--- config.mk ---
export PLATFORM = sky130hd
export DESIGN_NAME = sreq_decoder
export DESIGN_NICKNAME = d
export VERILOG_FILES = /design/src/rtl/sreq_pkg.sv /design/src/rtl/sreq_shifter.sv /design/src/rtl/sreq_pend.sv /design/src/rtl/sreq_decoder.sv
export SDC_FILE = /design/constraint.sdc
export NUM_CORES = 1
export LEC_CHECK = 0
export BUFFER_PORTS_ARGS = -buffer_cell sky130_fd_sc_hd__buf_2
export CAP_MARGIN = 20
export CORE_UTILIZATION = 45
export CTS_CLUSTER_DIAMETER = 120
export DETAILED_ROUTE_END_ITERATION = 16
export PLACE_DENSITY_LB_ADDON = 0.2
export SYNTH_ARGS = -nofsm -noshare
export SYNTH_HDL_FRONTEND = slang
export SYNTH_HIERARCHICAL = 1
export SYNTH_SLANG_ARGS = --single-unit
--- constraint.sdc ---
create_clock -name clk -period 2.07 [get_ports clk]
set_input_delay 0.207 -clock clk [delete_from_list [all_inputs] [get_ports clk]]
set_output_delay 0.207 -clock clk [all_outputs]
set_load 0.02 [all_outputs]
--- src/rtl/sreq_pkg.sv ---
package sreq_pkg;

    localparam int KIND_W = 3;

    typedef enum logic [KIND_W-1:0] {
        K_IMM  = 3'd0,
        K_ISO  = 3'd1,
        K_PRIO = 3'd2,
        K_FAIR = 3'd3,
        K_RD   = 3'd4,
        K_WR   = 3'd5,
        K_RSV6 = 3'd6,
        K_RSV7 = 3'd7
    } req_kind_e;

    function automatic logic kind_reserved(input req_kind_e k);
        return (k == K_RSV6) || (k == K_RSV7);
    endfunction

    function automatic logic kind_yields(input req_kind_e k);
        return (k == K_PRIO) || (k == K_FAIR);
    endfunction

    function automatic logic kind_is_bus(input req_kind_e k);
        return (k == K_IMM) || (k == K_ISO) || (k == K_PRIO) || (k == K_FAIR);
    endfunction

endpackage

--- src/rtl/sreq_shifter.sv ---
module sreq_shifter
    import sreq_pkg::*;
#(
    parameter int ADDR_W = 4,
    parameter int DATA_W = 8,
    parameter int SPD_W  = 2
) (
    input  logic              clk,
    input  logic              rst,
    input  logic              line_in,
    input  logic              rx_in,
    output logic              acc_ok,
    output req_kind_e         acc_kind,
    output logic [SPD_W-1:0]  acc_spd,
    output logic              out_ok,
    output logic              out_err,
    output req_kind_e         out_kind,
    output logic [SPD_W-1:0]  out_spd,
    output logic [ADDR_W-1:0] out_addr,
    output logic [DATA_W-1:0] out_data
);

    localparam int BUS_LEN = KIND_W + SPD_W;
    localparam int RD_LEN  = KIND_W + ADDR_W;
    localparam int WR_LEN  = RD_LEN + DATA_W;
    localparam int SH_W    = WR_LEN;
    localparam int CNT_W   = $clog2(WR_LEN + 1);

    typedef enum logic [1:0] {HUNT = 2'd0, BODY = 2'd1, DRAIN = 2'd2} phase_e;

    typedef struct packed {
        phase_e             phase;
        logic [SH_W-1:0]    sh;
        logic [CNT_W-1:0]   cnt;
        logic               rx_seen;
        req_kind_e          kind;
        logic               ok;
        logic               err;
        req_kind_e          o_kind;
        logic [SPD_W-1:0]   o_spd;
        logic [ADDR_W-1:0]  o_addr;
        logic [DATA_W-1:0]  o_data;
    } st_t;

    st_t              st_q, st_d;
    logic [CNT_W-1:0] need;
    logic             stop_now;
    logic             drop;
    req_kind_e        kind_in_sh;

    always_comb begin
        st_d       = st_q;
        st_d.ok    = 1'b0;
        st_d.err   = 1'b0;
        acc_ok     = 1'b0;
        kind_in_sh = req_kind_e'(st_q.sh[KIND_W-1:0]);
        // payload length follows the kind captured after the first three bits
        if (st_q.kind == K_RD)      need = CNT_W'(RD_LEN);
        else if (st_q.kind == K_WR) need = CNT_W'(WR_LEN);
        else                        need = CNT_W'(BUS_LEN);
        stop_now = (st_q.cnt > CNT_W'(KIND_W)) && (st_q.cnt == need);
        drop     = kind_yields(st_q.kind) && (st_q.rx_seen || rx_in);

        unique case (st_q.phase)
            HUNT: begin
                if (line_in) begin
                    st_d.phase   = BODY;
                    st_d.sh      = '0;
                    st_d.cnt     = '0;
                    st_d.rx_seen = rx_in;
                end
            end
            BODY: begin
                st_d.rx_seen = st_q.rx_seen || rx_in;
                if ((st_q.cnt == CNT_W'(KIND_W)) && kind_reserved(kind_in_sh)) begin
                    st_d.err   = 1'b1;
                    st_d.phase = DRAIN;
                end else if (stop_now) begin
                    if (line_in) begin
                        st_d.err   = 1'b1;
                        st_d.phase = DRAIN;
                    end else begin
                        st_d.phase = HUNT;
                        if (!drop) begin
                            acc_ok      = 1'b1;
                            st_d.ok     = 1'b1;
                            st_d.o_kind = st_q.kind;
                            st_d.o_spd  = '0;
                            st_d.o_addr = '0;
                            st_d.o_data = '0;
                            if (st_q.kind == K_RD) begin
                                st_d.o_addr = st_q.sh[ADDR_W-1:0];
                            end else if (st_q.kind == K_WR) begin
                                st_d.o_addr = st_q.sh[DATA_W +: ADDR_W];
                                st_d.o_data = st_q.sh[DATA_W-1:0];
                            end else begin
                                st_d.o_spd  = st_q.sh[SPD_W-1:0];
                            end
                        end
                    end
                end else begin
                    st_d.sh  = {st_q.sh[SH_W-2:0], line_in};
                    st_d.cnt = st_q.cnt + 1'b1;
                    if (st_q.cnt == CNT_W'(KIND_W)) st_d.kind = kind_in_sh;
                end
            end
            DRAIN: begin
                if (!line_in) st_d.phase = HUNT;
            end
            default: st_d.phase = HUNT;
        endcase
    end

    always_ff @(posedge clk) begin
        if (rst) st_q <= '0;
        else     st_q <= st_d;
    end

    assign acc_kind = st_q.kind;
    assign acc_spd  = st_q.sh[SPD_W-1:0];
    assign out_ok   = st_q.ok;
    assign out_err  = st_q.err;
    assign out_kind = st_q.o_kind;
    assign out_spd  = st_q.o_spd;
    assign out_addr = st_q.o_addr;
    assign out_data = st_q.o_data;

endmodule

--- src/rtl/sreq_pend.sv ---
module sreq_pend
    import sreq_pkg::*;
#(
    parameter int SPD_W = 2
) (
    input  logic             clk,
    input  logic             rst,
    input  logic             rx_in,
    input  logic             done_in,
    input  logic             acc_ok,
    input  req_kind_e        acc_kind,
    input  logic [SPD_W-1:0] acc_spd,
    output logic             pend_v,
    output req_kind_e        pend_k,
    output logic [SPD_W-1:0] pend_s
);

    typedef struct packed {
        logic             v;
        req_kind_e        k;
        logic [SPD_W-1:0] s;
    } pend_t;

    pend_t pq_q, pq_d;

    always_comb begin
        pq_d = pq_q;
        if (acc_ok && kind_is_bus(acc_kind)) begin
            pq_d.v = 1'b1;
            pq_d.k = acc_kind;
            pq_d.s = acc_spd;
        end else if (done_in) begin
            pq_d.v = 1'b0;
        end else if (pq_q.v && kind_yields(pq_q.k) && rx_in) begin
            pq_d.v = 1'b0;
        end else if (acc_ok && (pq_q.k == K_ISO)) begin
            pq_d.v = 1'b0;
        end
    end

    always_ff @(posedge clk) begin
        if (rst) pq_q <= '0;
        else     pq_q <= pq_d;
    end

    assign pend_v = pq_q.v;
    assign pend_k = pq_q.k;
    assign pend_s = pq_q.s;

endmodule

--- src/rtl/sreq_decoder.sv ---
module sreq_decoder
    import sreq_pkg::*;
#(
    parameter int ADDR_W = 4,
    parameter int DATA_W = 8,
    parameter int SPD_W  = 2
) (
    input  logic              clk,
    input  logic              rst,
    input  logic              req_in,
    input  logic              rx_active,
    input  logic              arb_done,
    output logic              dec_valid,
    output logic [2:0]        dec_kind,
    output logic [SPD_W-1:0]  dec_speed,
    output logic [ADDR_W-1:0] dec_addr,
    output logic [DATA_W-1:0] dec_data,
    output logic              frame_err,
    output logic              pend_valid,
    output logic [2:0]        pend_kind,
    output logic [SPD_W-1:0]  pend_speed
);

    logic             acc_ok;
    req_kind_e        acc_kind;
    logic [SPD_W-1:0] acc_spd;
    req_kind_e        out_kind;
    req_kind_e        pk;

    sreq_shifter #(.ADDR_W(ADDR_W), .DATA_W(DATA_W), .SPD_W(SPD_W)) u_shift (
        .clk      (clk),
        .rst      (rst),
        .line_in  (req_in),
        .rx_in    (rx_active),
        .acc_ok   (acc_ok),
        .acc_kind (acc_kind),
        .acc_spd  (acc_spd),
        .out_ok   (dec_valid),
        .out_err  (frame_err),
        .out_kind (out_kind),
        .out_spd  (dec_speed),
        .out_addr (dec_addr),
        .out_data (dec_data)
    );

    sreq_pend #(.SPD_W(SPD_W)) u_pend (
        .clk      (clk),
        .rst      (rst),
        .rx_in    (rx_active),
        .done_in  (arb_done),
        .acc_ok   (acc_ok),
        .acc_kind (acc_kind),
        .acc_spd  (acc_spd),
        .pend_v   (pend_valid),
        .pend_k   (pk),
        .pend_s   (pend_speed)
    );

    assign dec_kind  = out_kind;
    assign pend_kind = pk;

endmodule

* Word-level counts from Yosys, hierarchy flattened
Cells that the tools add are included.
Word-level totals: output and inout bits 25, input bits 5, register bits after elaboration 47
Cells by class: eq/ne operators 19, order comparisons 1, bitwise operators 5, add/subtract/negate cells 1, reductions and logical operators 25, mux-type cells 30
Operators by type and width (number):
- 2-to-1 mux 17 bit | 2
- case mux 17 bit (2 select lines) | 1
- 2-to-1 mux 16 bit | 2
- 2-to-1 mux 22 bit | 1
- 2-to-1 mux 18 bit | 1
- == test 3 x 2 -> 1 bit (second input constant) | 4
- == test 3 bit (second input constant) | 4
- 2-to-1 mux 12 bit | 1
- 2-to-1 mux 2 bit | 6
- 2-to-1 mux 4 bit | 3
- 2-to-1 mux 1 bit | 11
- 2-to-1 mux 8 bit | 1
- != test 2 bit (second input constant) | 4
- AND reduction 4 bit | 2
- logical AND 1 bit | 7
- logical OR 1 bit | 7
- == test 3 x 1 -> 1 bit (second input constant) | 2
- case mux 2 bit (3 select lines) | 1
- NOT 1 bit | 5
- AND reduction 5 bit | 1
- adder 4 x 1 -> 4 bit (second input constant) | 1
- == test 4 x 2 -> 1 bit (second input constant) | 1
- == test 4 bit | 1
- greater-than comparator 4 x 2 -> 1 bit (second input constant) | 1
- other kinds (11) | 11

* Depth between registers and ports, before layout
depth after elaboration 13, gate-level depth with buffers 10

* Hierarchy
Netlist, hierarchy kept.
Modules (own cells, without submodules):
- sreq_shifter | instances 1, area an instance 1834.3 sq um, cells an instance 201
- sreq_pend | instances 1, area an instance 251.5 sq um, cells an instance 24

* Least setup slack after synthesis
No wires, ideal clock.
kind register to register, from reg u_shift.st_q, in the netlist u_shift/acc_kind[0], to reg u_pend.pq_q, in the netlist u_pend/pend_k[0], cell stages (with the launch flop) 11, data arrival time 2.065 ns, path buffers 3, data required time 1.956 ns, slack -0.110 ns, path through dfxtp_1 -> buf_6 -> nand3b_2 -> xnor2_1 -> or3_1 -> buf_2 -> nor2_1 -> nor2b_4 -> buf_6 -> mux2i_1 -> nor2_1
On the way: cells in the longest elaborated chain, start to end 9, elaborated cells on any way between the ends 21, those cells by class eq/ne: 6; mux: 7; reduce/logical: 8
RTL lines:
- from (decl) | RTL line sreq_shifter.sv:45 | st_t st_q, st_d;
- from (signal assigned) | RTL line sreq_shifter.sv:116 | else st_q <= st_d;
- == test 3 bit / == test 3 x 2 -> 1 bit (equally long branches) | RTL line sreq_shifter.sv:59, sreq_pkg.sv:21
- 2-to-1 mux 4 bit / logical OR 1 bit (equally long branches) | RTL line sreq_shifter.sv:59, sreq_pkg.sv:21
- 2-to-1 mux 4 bit / logical AND 1 bit (equally long branches) | RTL line sreq_shifter.sv:58, sreq_shifter.sv:62
- == test 4 bit / 2-to-1 mux 1 bit (equally long branches) | RTL line sreq_shifter.sv:61, sreq_shifter.sv:84
- logical AND 1 bit / 2-to-1 mux 1 bit (equally long branches) | RTL line sreq_shifter.sv:61, sreq_shifter.sv:79
- 2-to-1 mux 1 bit (*) | RTL line sreq_shifter.sv:78 | end else if (stop_now) begin
- 2-to-1 mux 1 bit (*) | RTL line sreq_shifter.sv:75 | if ((st_q.cnt == CNT_W'(KIND_W)) && kind_reserved(kind_in_sh)) begin
- 2-to-1 mux 1 bit (*) | RTL line sreq_shifter.sv:64 | unique case (st_q.phase)
- net acc_ok | RTL line sreq_decoder.sv:24 | logic acc_ok;
- logical AND 1 bit (*) | RTL line sreq_pend.sv:28 | if (acc_ok && kind_is_bus(acc_kind)) begin
- to (signal assigned) | RTL line sreq_pend.sv:43 | else pq_q <= pq_d;
- to (decl) | RTL line sreq_pend.sv:24 | pend_t pq_q, pq_d;
The timed path passes the listed nets; every way through them passes the cells marked *. A chain may end at the register's enable or synchronous reset.

* Worst setup path after layout
from reg u_shift/st_q[23] (netlist name), to reg u_pend.pq_q, in the netlist u_pend/pend_k[0]
On the way: cells in the longest elaborated chain, start to end 6, elaborated cells on any way between the ends 9, those cells by class order compare: 1; eq/ne: 2; mux: 3; reduce/logical: 3
RTL lines:
- greater-than comparator 4 x 2 -> 1 bit / == test 4 bit (equally long branches) | RTL line sreq_shifter.sv:61 | stop_now = (st_q.cnt > CNT_W'(KIND_W)) && (st_q.cnt == need);
- logical AND 1 bit | RTL line sreq_shifter.sv:61
- 2-to-1 mux 1 bit | RTL line sreq_shifter.sv:78
- 2-to-1 mux 1 bit (*) | RTL line sreq_shifter.sv:75
- 2-to-1 mux 1 bit (*) | RTL line sreq_shifter.sv:64
- net acc_ok | RTL line sreq_decoder.sv:24
- logical AND 1 bit (*) | RTL line sreq_pend.sv:28
Marks and branches as above.

==> results_dict.tcl <==
set metrics [dict create \
    cts_buffers 5 \
    synthCells 225 \
    nNetsFinal 253 \
    antenna_found_initial 0 \
    synth-adder-area-share 0.00600 \
    slew_headroom 0.626 \
    grt_pass1_wl_um 6990 \
    synthMuxAreaShare 0.0438 \
    powerDensity_mw_per_mm2 718 \
    hpwl_um 2960 \
    clk_pin_slew_ns 0.09 \
    synth_edf_count 0 \
    leakagePower_nw 0.932 \
    drt-total-wl_um 4230 \
    slew_violations 0 \
    drc 0 \
    start_util 0.473 \
    synth_compound_area_frac 0.170 \
    seqPwrFrac 0.539 \
    final_layout_size_suffix_gt1_frac 0.298 \
    outcome "complete, no violations" \
    clock_sinks 47 \
    fin_crit_ns 1.92 \
    rsz0062_at_grt "false" \
    layout_common_cells "dfxtp_1, buf_2, buf_4" \
    diodes 0 \
    vias_per_cell 5.32 \
    fillers 427 \
    synth_xor_area_frac 0.0126 \
    grt_use_total 0.183 \
    cp_max_fo 7 \
    ys.flop_type "dfxtp_1" \
    hold_violations 0 \
    layout_commonest_cell "dfxtp_1" \
    dr.pass1.iters 4 \
    hp-class "in2reg" \
    clock_skew_ns 0.00747 \
    pre_cts_slack_ns 0.0776 \
    max_freq_mhz 522 \
    first_iter_violations 129 \
    setup_tns_ns 0 \
    async_flop_share 0 \
    die_area_mm2 0.00491 \
    grt_max_degree 28 \
    max_cap_viol_count 0 \
    ctsHoldBuffers 0 \
    register_area_um2 942 \
    p_switching_w 0.000366 \
    ys.warnings.count 6 \
    io_buffers 29 \
    swShare 0.214 \
    final_critical_path_setup_slack_ns 0.153 \
    grt_pass1_vias 1442 \
    worstRegToRegCells 8 \
    timing.final.crit_share 0.926 \
    holdPathStages 2 \
    internal_power_w 0.00134 \
    post_drt_wl_per_cell_um 14.1 \
    peakVddDrop_mv 0.348 \
    cp.required_ns 2.26 \
    overflow 0 \
    rows 24 \
    synth.cell_area_mm2 0.00209 \
    clock_path_buffers 2 \
    ys_types 39 \
    synth_seq_area_share 0.451 \
    multi_input_area_um2 905 \
    clkPwrFrac 0.408 \
    ios 30 \
    finalSetupViolCount 0 \
    tightest_slew_ns 0.559 \
    critPathCaptureType "flop" \
    synth_top_family_by_area "simple AND/OR/NAND/NOR gates" \
    globalplace.congestion 0.801 \
    yosys.area_share.simple 0.191 \
    vias 1595 \
    arrival_ns 2.11 \
    syn_nets 231 \
    die_w_um 70.1 \
    clock_latency_ns 0.30 \
    die_y_um 70.1 \
    syn2layout_area_growth_pct 13.9 \
    ant_nets 0 \
    cts_max_level 2 \
    criticalPathCategory "reg2reg" \
    comb_power_share 0.053 \
    root_buffer "clkbuf_8" \
    start_kind "flop" \
    cts_tree "built" \
    synth.avg_cell_area_um2 9.27 \
    coreArea_mm2 0.00441 \
    ys_ff_latch 47 \
]
==> state kept, by name, indices dropped and copies added (netlist names), 2 cells and up <==
| signal | count |
|---|---|
| u_shift/st_q | 16 |
| u_shift/out_data | 8 |
| u_shift/acc_kind | 3 |
| u_pend/pend_s | 2 |
| u_shift/out_addr | 4 |
| u_shift/out_kind | 3 |
| u_shift/out_spd | 2 |
| u_pend/pend_k | 3 |
| u_shift/acc_spd | 2 |
==> what timing repair did <==
item	4_1_cts	5_1_grt
buffers inserted	0	1
gates resized for setup	0	4
endpoints found under the setup margin	0	17
==> logic make-up (layout without fill, tap and decap cells) <==
kind of cell               after synthesis  count (layout)
and+or+nand+nor                         67              67
AOI/OAI and AO/OA                       56              56
DFF                                     47              47
buffers and inverters                   42              65
muxes                                    9               9
xor gates and xnor gates                 3               3
adders and majority gates                1               1
==> metrics by stage <==
stage / utilization / hold WS, ns / std cells / total power, W / instance area (µm²)
final: 0.538 / 0.167 / 300 / 0.00170 / 2370
after floorplan: - / 0.272 / 225 / 0.000990 / 2090
after CTS: 0.533 / 0.174 / 299 / 0.00172 / 2350
after global routing: 0.538 / 0.177 / 300 / 0.00176 / 2370
after detailed placement: 0.506 / 0.462 / 291 / 0.00103 / 2230
after global placement: 0.506 / 0.458 / 291 / 0.00103 / 2230
==> metal layers <==
metal  global-route usage  up-vias  share of wire
li1                     -      821              -
met1                0.240      731           0.48
met2                0.293       38           0.47
met3               0.0317        5          0.034
met4               0.0800        0          0.015
met5                    0        -              0
==> worst paths after layout <==
kind,from,endpoint,slack [ns]
max,u_shift/st_q[23],u_pend/pend_k[0],0.15
min,rst,u_shift/acc_kind[1],0.17
min reg2reg,u_shift/out_spd[1],u_shift/out_spd[1],0.47
max reg2reg,u_shift/st_q[23],u_pend/pend_k[0],0.15
==> cell usage after synthesis, drive strengths merged, types with 6 or more instances <==
library cell,instances,area (µm²)
inv,6,22.5
mux2i,8,80.1
o21ai,19,98.9
a22o,13,114
nand2,7,26.3
nand2b,10,65.1
a21oi,18,93.8
clkbuf,8,31.3
buf,28,208
nor2,10,37.5
nand4,10,62.6
dfxtp,47,941
nand3,9,45.0
==> layout make-up <==
cell class / count / share of cell area
Clock buffer: 6 / 0.0348
Clock inverter: 2 / 0.0148
Inverter: 6 / 0.00948
Multi-Input combinational cell: 136 / 0.381
Sequential cell: 47 / 0.397
Tap cell: 52 / 0.0274
Timing Repair Buffer: 51 / 0.136
==> power by group through the flow <==
stage | sequential, W | clock [W] | combinational (W)
2_1_floorplan | 0.000937 | 0 | 0.0000526
3_3_place_gp | 0.000939 | 0 | 0.0000902
3_5_place_dp | 0.000939 | 0 | 0.0000905
4_1_cts | 0.000917 | 0.000714 | 0.0000910
5_1_grt | 0.000919 | 0.000745 | 0.000100
6_report | 0.000918 | 0.000695 | 0.0000911
==> critical path: stages (launching register included) <==
cell and delay, ns:
dfxtp_2 0.33, ha_2 0.18, nor3b_2 0.17, a31oi_2 0.18
nand3b_1 0.24, nor2_4 0.17, nor2b_4 0.27, mux2i_1 0.22
nor2_1 0.05
Power figures use the tool's default switching activity.
